File: config.mk
export PLATFORM = sky130hd
export DESIGN_NAME = lpwm_bank
export DESIGN_NICKNAME = d
export VERILOG_FILES = /design/src/rtl/lpwm_pkg.sv /design/src/rtl/lpwm_regs.sv /design/src/rtl/lpwm_chan.sv /design/src/rtl/lpwm_bank.sv
export SDC_FILE = /design/constraint.sdc
export NUM_CORES = 2
export LEC_CHECK = 0
export BUFFER_PORTS_ARGS = -buffer_cell sky130_fd_sc_hd__buf_2
export CAP_MARGIN = 15
export CORE_UTILIZATION = 65
export DETAILED_ROUTE_END_ITERATION = 7
export PLACE_DENSITY = 0.86
export SETUP_SLACK_MARGIN = 0.15
export SYNTH_ARGS = -nofsm -noshare
export SYNTH_HDL_FRONTEND = slang
export SYNTH_HIERARCHICAL = 1
export SYNTH_SLANG_ARGS = --single-unit
File: constraint.sdc
create_clock -name clk -period 9.72 [get_ports clk]
set_input_delay 0.486 -clock clk [delete_from_list [all_inputs] [get_ports clk]]
set_output_delay 0.486 -clock clk [all_outputs]
set_load 0.1 [all_outputs]
File: src/rtl/lpwm_pkg.sv
package lpwm_pkg;
  parameter int unsigned CNT_W  = 16;
  parameter int unsigned LEAD_W = 15;
  localparam int unsigned REG_W = 1 + LEAD_W + CNT_W;

  // Per-channel strobes and operands from the register side to a channel.
  typedef struct packed {
    logic              start;
    logic              stop;
    logic [LEAD_W-1:0] lead;
    logic [CNT_W-1:0]  reps;
    logic [CNT_W-1:0]  highT;
    logic [CNT_W-1:0]  lowT;
  } chanCmd_t;

  typedef enum logic [1:0] {PH_IDLE, PH_LEAD, PH_HIGH, PH_LOW} phase_t;
endpackage

File: src/rtl/lpwm_regs.sv
module lpwm_regs
  import lpwm_pkg::*;
#(
  parameter int unsigned NUM_CH = 6,
  parameter int unsigned ADDR_W = 8
) (
  input  logic              clk,
  input  logic              rstN,
  input  logic              wrEn,
  input  logic [ADDR_W-1:0] regAddr,
  input  logic [REG_W-1:0]  wrData,
  output logic [REG_W-1:0]  rdData,
  input  logic [NUM_CH-1:0] chanDone,
  output chanCmd_t          cmd [NUM_CH]
);
  localparam int unsigned STRIDE    = 4;
  localparam int unsigned TIME_BASE = 8 * STRIDE;
  localparam int unsigned EN_BIT    = REG_W - 1;

  logic [REG_W-1:0] ctrlView [NUM_CH];
  logic [REG_W-1:0] timeView [NUM_CH];

  for (genvar i = 0; i < NUM_CH; i++) begin : g_ch
    logic              enReg;
    logic [LEAD_W-1:0] leadReg;
    logic [CNT_W-1:0]  repReg;
    logic [REG_W-1:0]  timeReg;
    logic              ctrlHit, timeHit;

    assign ctrlHit = wrEn && (regAddr == ADDR_W'(STRIDE * i));
    assign timeHit = wrEn && (regAddr == ADDR_W'(TIME_BASE + STRIDE * i));

    always_ff @(posedge clk) begin
      if (!rstN) begin
        enReg   <= 1'b0;
        leadReg <= '0;
        repReg  <= '0;
        timeReg <= '0;
      end else begin
        if (ctrlHit) begin
          leadReg <= wrData[EN_BIT-1:CNT_W];
          repReg  <= wrData[CNT_W-1:0];
        end
        if (chanDone[i])  enReg <= 1'b0;
        else if (ctrlHit) enReg <= wrData[EN_BIT];
        if (timeHit) timeReg <= wrData;
      end
    end

    assign ctrlView[i] = {enReg, leadReg, repReg};
    assign timeView[i] = timeReg;

    assign cmd[i].start = ctrlHit && wrData[EN_BIT] && !enReg;
    assign cmd[i].stop  = ctrlHit && !wrData[EN_BIT] && enReg;
    assign cmd[i].lead  = wrData[EN_BIT-1:CNT_W];
    assign cmd[i].reps  = wrData[CNT_W-1:0];
    assign cmd[i].highT = timeReg[REG_W-1:CNT_W];
    assign cmd[i].lowT  = timeReg[CNT_W-1:0];


    done_en_chk: assert property (@(posedge clk) disable iff (!rstN)
      chanDone[i] |-> enReg);

    en_clear_chk: assert property (@(posedge clk) disable iff (!rstN)
      chanDone[i] |=> !enReg);
  end

  always_comb begin
    rdData = '0;
    for (int i = 0; i < NUM_CH; i++) begin
      if (regAddr == ADDR_W'(STRIDE * i))             rdData = ctrlView[i];
      if (regAddr == ADDR_W'(TIME_BASE + STRIDE * i)) rdData = timeView[i];
    end
  end
endmodule

File: src/rtl/lpwm_chan.sv
module lpwm_chan
  import lpwm_pkg::*;
(
  input  logic     clk,
  input  logic     rstN,
  input  chanCmd_t cmd,
  output logic     pwmOut,
  output logic     doneStb
);
  phase_t           phase, phaseNxt, bgPhase;
  logic [CNT_W-1:0] cnt, cntNxt, bgCnt;
  logic [CNT_W-1:0] actHigh, actHighNxt, actLow, actLowNxt;
  logic [CNT_W-1:0] repLimit, repLimitNxt, perCnt, perCntNxt;
  logic             phaseEnd, periodEnd, lastPeriod, doBegin;

  always_comb begin
    phaseEnd   = (cnt == '0);
    periodEnd  = phaseEnd && ((phase == PH_HIGH && actLow == '0) || phase == PH_LOW);
    lastPeriod = (repLimit != '0) && (perCnt == repLimit - 1'b1);
    doneStb    = periodEnd && lastPeriod;
  end

  // First phase of a new period, taken from the shadow timing.
  always_comb begin
    if (cmd.highT != '0) begin
      bgPhase = PH_HIGH;
      bgCnt   = cmd.highT - 1'b1;
    end else begin
      bgPhase = PH_LOW;
      bgCnt   = (cmd.lowT != '0) ? cmd.lowT - 1'b1 : '0;
    end
  end

  always_comb begin
    phaseNxt    = phase;
    cntNxt      = cnt;
    actHighNxt  = actHigh;
    actLowNxt   = actLow;
    repLimitNxt = repLimit;
    perCntNxt   = perCnt;
    doBegin     = 1'b0;
    if (cmd.stop) begin
      phaseNxt = PH_IDLE;
    end else if (cmd.start) begin
      repLimitNxt = cmd.reps;
      perCntNxt   = '0;
      if (cmd.lead != '0) begin
        phaseNxt = PH_LEAD;
        cntNxt   = CNT_W'(cmd.lead) - 1'b1;
      end else begin
        doBegin = 1'b1;
      end
    end else begin
      unique case (phase)
        PH_LEAD: if (phaseEnd) doBegin = 1'b1; else cntNxt = cnt - 1'b1;
        PH_HIGH, PH_LOW: begin
          if (!phaseEnd) begin
            cntNxt = cnt - 1'b1;
          end else if (phase == PH_HIGH && actLow != '0) begin
            phaseNxt = PH_LOW;
            cntNxt   = actLow - 1'b1;
          end else if (lastPeriod) begin
            phaseNxt = PH_IDLE;
          end else begin
            perCntNxt = perCnt + 1'b1;
            doBegin   = 1'b1;
          end
        end
        default: ;
      endcase
    end
    if (doBegin) begin
      actHighNxt = cmd.highT;
      actLowNxt  = cmd.lowT;
      phaseNxt   = bgPhase;
      cntNxt     = bgCnt;
    end
  end

  always_ff @(posedge clk) begin
    if (!rstN) begin
      phase    <= PH_IDLE;
      cnt      <= '0;
      actHigh  <= '0;
      actLow   <= '0;
      repLimit <= '0;
      perCnt   <= '0;
    end else begin
      phase    <= phaseNxt;
      cnt      <= cntNxt;
      actHigh  <= actHighNxt;
      actLow   <= actLowNxt;
      repLimit <= repLimitNxt;
      perCnt   <= perCntNxt;
    end
  end

  assign pwmOut = (phase == PH_HIGH);


  stop_low_chk: assert property (@(posedge clk) disable iff (!rstN)
    cmd.stop |=> !pwmOut);

  lead_low_chk: assert property (@(posedge clk) disable iff (!rstN)
    (cmd.start && cmd.lead != '0) |=> !pwmOut);

  high_cnt_chk: assert property (@(posedge clk) disable iff (!rstN)
    (phase == PH_HIGH) |-> (cnt < actHigh));

  done_idle_chk: assert property (@(posedge clk) disable iff (!rstN)
    (doneStb && !cmd.stop) |=> (phase == PH_IDLE));
endmodule

File: src/rtl/lpwm_bank.sv
module lpwm_bank
  import lpwm_pkg::*;
#(
  parameter int unsigned NUM_CH = 6,
  parameter int unsigned ADDR_W = 8
) (
  input  logic              clk,
  input  logic              rstN,
  input  logic              wrEn,
  input  logic [ADDR_W-1:0] regAddr,
  input  logic [31:0]       wrData,
  output logic [31:0]       rdData,
  output logic [NUM_CH-1:0] pwmOut
);
  chanCmd_t          cmd [NUM_CH];
  logic [NUM_CH-1:0] chanDone;

  lpwm_regs #(.NUM_CH(NUM_CH), .ADDR_W(ADDR_W)) regs_i (
    .clk(clk), .rstN(rstN), .wrEn(wrEn), .regAddr(regAddr),
    .wrData(wrData), .rdData(rdData), .chanDone(chanDone), .cmd(cmd)
  );

  for (genvar i = 0; i < NUM_CH; i++) begin : g_chan
    lpwm_chan chan_i (
      .clk(clk), .rstN(rstN), .cmd(cmd[i]),
      .pwmOut(pwmOut[i]), .doneStb(chanDone[i])
    );
  end
endmodule

==> summary.md <==
| Metric | Value |
|---|---|
| Worst Hold Endpoint | g_chan[3].chan_i/perCnt[0] |
| Sink Count | 780 |
| Root Buffer | clkbuf_16 |
| Synth Net Count | 6,923 |
| Switching share of power | 31.66% |
| Min-delay src | rstN |
| Chip Width | 283.9 um |
| Post-synth EDFFs | 0 |
| Vias in the first global route | 46,840 |
| Worst-path clk slew | 0.06 ns |
| R2R cell count | 10 |
| Hold_buf cts | 0 |
| Critical Path AT | 4.59 ns |
| Layout cells sized above 1 | 7.737% |
| R2R setup slack | about 5.5 ns |
| Synth Cell Area | 51,660 um^2 |
| Post-Synthesis Cells | 6,838 |
| Max transition margin | 16.00% |
| Final Skew | 0.02015 ns |
| Initial antenna violation count | 6 |
| DR iter-0 viols | 7,422 |
| GPL Wtd Cong | 1.065 |
| Top-level port count | 81 |
| Area leader, netlist | dfxtp_1 |
| Number of synthesized register bits | slightly below 800 |
| Via count | 52,030 |
| Sequential share of power | 37.4% |
| Primary FF master, synth | dfxtp_1 |
| P_sw | approximately 2.8 mW |
| WL/cell | 24.59 um |
| Critical R2R Capture | g_chan[1].chan_i/cnt[9] |
| CTS tree | done |
| Drt drc | 0 |
| Critical path startpoint | regAddr[5] |
| Grt ovf | 0 |
| Largest net degree at the start of global routing | between 100 and 150 |
| Hold Path Class | in2reg |
| Pwr Density | approximately 170 nW/um^2 |
| Final Power | 8.933 mW |
| Worst-Margin Slew | 1.257 ns |
| Syn Area/Cell | 7.554 um^2 |
| Proportion of synthesized chip area in sequential cells | between 30% and 40% |
| Final min period | around 5.1 ns |
| Outcome | completed |
| Max Cap Viol | 0 |
| RSZ-0062 raised after global routing | false |
| Initial Utilization | 65.50% |
| R2R Path Start | g_chan[1].chan_i/cnt[0] |
| Final slew viol count | 0 |
| Final Hold Fails | 0 |
| Clock buffer depth | 3 |
| Leakage | 19.29 nW |
| Final WL | 186.8 mm |
| Area Overhead vs Synth | 3.713% |
| Post-CTS Setup Bufs | 0 |
| Max IR drop VDD | 148.6 uV |
| Fmax | 197.2 MHz |
| Area of the die | 80,600 um^2 |
| Max Fanout on Critical Path | 49 |
| Via density | 6.848 |
| CP Capture Type | primary output |
| Global-route usage over all layers | roughly 44% |
| Ranking of synthesized cells by area | dfxtp_1 30%, nand2_1 11%, xnor2_1 4.7% |
| # resized after CTS | 0 |
| Setup violators final | 0 |
| Share of the synthesized area in the top cell type | 30.23% |
| Hold path cells | 3 |
| H-tree Lvls | 3 |
| Int Power | between 6 and 7 mW |
| Die Ht | 283.9 um |
| Antenna Nets Post-Route | 0 |
| Clock latency at the later pin of the worst-skew pair | approximately 0.67 ns |
| Share of synthesized registers carrying an async set or reset | 0% |
| Startpoint Class | primary input |
| Port bufs | 80 |
| Worst EP required | ~9.2 ns |
| Crit Path Class | in2out |
| Logic pwr share | 23.6% |
| CTS Buf Count | 87 |
| Tcrit/Tclk final | a little over half |
| Pre-antenna DRT Iters | 7 |
| Total Negative Setup Slacks | 0 ns |
| NumNets Final | 6,559 |
| Minimum hold slack | 0.2091 ns |
| Netlist cell types | 118 |
| Yosys warnings | 6 |
| Core area | 78,870 um^2 |
| Global-route wire length before repair | 279.4 mm |
| Clk pwr share | around two fifths |
| Post-DP HPWL | between 100 and 150 mm |
| Rows | 103 |
[critical path, cell delays in order]
cell and delay, ns:
buf_4 0.58, buf_4 0.64, nor2b_1 0.98, o2bb2ai_1 0.44, nand3_1 0.19, o21ai_0 0.16
o21ai_0 0.11, a21oi_1 0.41, buf_2 0.52
[sequential cells by signal, indices dropped and copies added, names as in the netlist]
| name | count |
|---|---|
| regs_i/g_ch.timeReg | 192 |
| g_chan.chan_i/cnt | 96 |
| regs_i/g_ch.enReg | 6 |
| regs_i/g_ch.leadReg | 90 |
| g_chan.chan_i/perCnt | 96 |
| g_chan.chan_i/actLow | 96 |
| g_chan.chan_i/phase | 12 |
| regs_i/g_ch.repReg | 96 |
| g_chan.chan_i/repLimit | 96 |
[kinds of logic after synthesis]
family	share of synthesized area (%)
flops	30.23
fa+ha+maj	1.017
buf+inv	7.489
compound gates	23.02
xor+xnor	7.969
mux	1.817
simple gates	28.46
[placed cells by master, fill, tap and decap left out, types with 42 or more instances in the layout]
| cell type | netlist | routed |
|---|---|---|
| nand3_1 | 157 | 157 |
| or4_1 | 73 | 73 |
| nor3_1 | 195 | 195 |
| ha_1 | 42 | 42 |
| mux2i_1 | 69 | 69 |
| a21oi_1 | 452 | 452 |
| nand2b_1 | 42 | 42 |
| a21boi_1 | 155 | 155 |
| nand2_1 | 1538 | 1538 |
| nor4_1 | 97 | 97 |
| buf_4 | 216 | 80 |
| or3_1 | 117 | 117 |
| a21boi_0 | 261 | 261 |
| dfxtp_1 | 780 | 780 |
| nor2_1 | 379 | 376 |
| inv_1 | 113 | 113 |
| o22ai_1 | 86 | 86 |
| a211oi_1 | 45 | 45 |
| xor2_1 | 195 | 195 |
| o21ai_0 | 206 | 206 |
| nor2b_1 | 50 | 50 |
| clkbuf_16 | 0 | 89 |
| a32o_1 | 47 | 47 |
| xnor2_1 | 275 | 275 |
| o211ai_1 | 57 | 57 |
| buf_2 | 113 | 78 |
[cell usage after synthesis, types with 32 or more instances]
library cell,number
nand2b_1,42
or4_1,73
nand4_1,34
ha_1,42
clkbuf_1,244
nor2b_1,50
nand2_1,1538
or3_1,117
o221ai_1,32
o21ai_0,206
a21boi_0,261
buf_2,113
a32o_1,47
nor2_1,379
nor4_1,97
a211oi_1,45
nor3_1,195
o211ai_1,57
o22ai_1,86
a21oi_1,452
dfxtp_1,780
xor2_1,195
buf_4,216
inv_1,113
nand3_1,157
xnor2_1,275
mux2i_1,69
a21boi_1,155
and3_1,39
[layer usage]
metal  wire (um)  share of wire (%)  global-route usage, %  vias to the layer above
met3       26080                 14                  12.25                      779
met4       14710                7.9                  30.97                        4
met2       76480                 41                  63.80                     3627
met1       69540                 37                  56.92                    24320
li1            -                  -                      -                    23300
met5          29              0.016                 0.1786                        -
[cell type report]
type / count / area, um^2
well taps: 1050 / 1314
flip-flops and latches: 780 / 15620
clock buffers: 117 / 2482
repair buffers: 159 / 1006
inverters: 115 / 431.7
multi-input cells: 5331 / 32210
fillers: 6629 / 25300
clock inverters: 38 / 495.5
diodes: 7 / 17.52
[metrics by stage]
step / setup slack (ns) / instances / instance area (um^2) / util, %
finish: 4.648 / 7597 / 53580 / 67.93
global route: 4.634 / 7592 / 53560 / 67.91
CTS: 4.575 / 7589 / 53550 / 67.90
detailed placement: 3.926 / 7434 / 50570 / 64.12
global placement: 4.086 / 7434 / 50570 / 64.12
floorplan: 5.509 / 6838 / 51660 / -
[power by group through the flow]
stage	clock network, mW	logic [mW]	registers, mW
3_3_place_gp	0	2.01	3.40
2_1_floorplan	0	1.67	3.38
4_1_cts	3.49	2.04	3.34
5_1_grt	3.62	2.27	3.35
6_report	3.48	2.11	3.34
3_5_place_dp	0	2.03	3.41
[worst max path at each step]
stage / to / slack [ns]
after floorplan: rdData[7] / 5.51
after global routing: rdData[26] / 4.63
after global placement: g_chan[5].chan_i/cnt[15] / 4.09
final: rdData[10] / 4.65
after detailed placement: g_chan[5].chan_i/cnt[15] / 3.93
after CTS: g_chan[5].chan_i/cnt[15] / 4.58
Note: power is estimated with default switching activity, not from simulation.
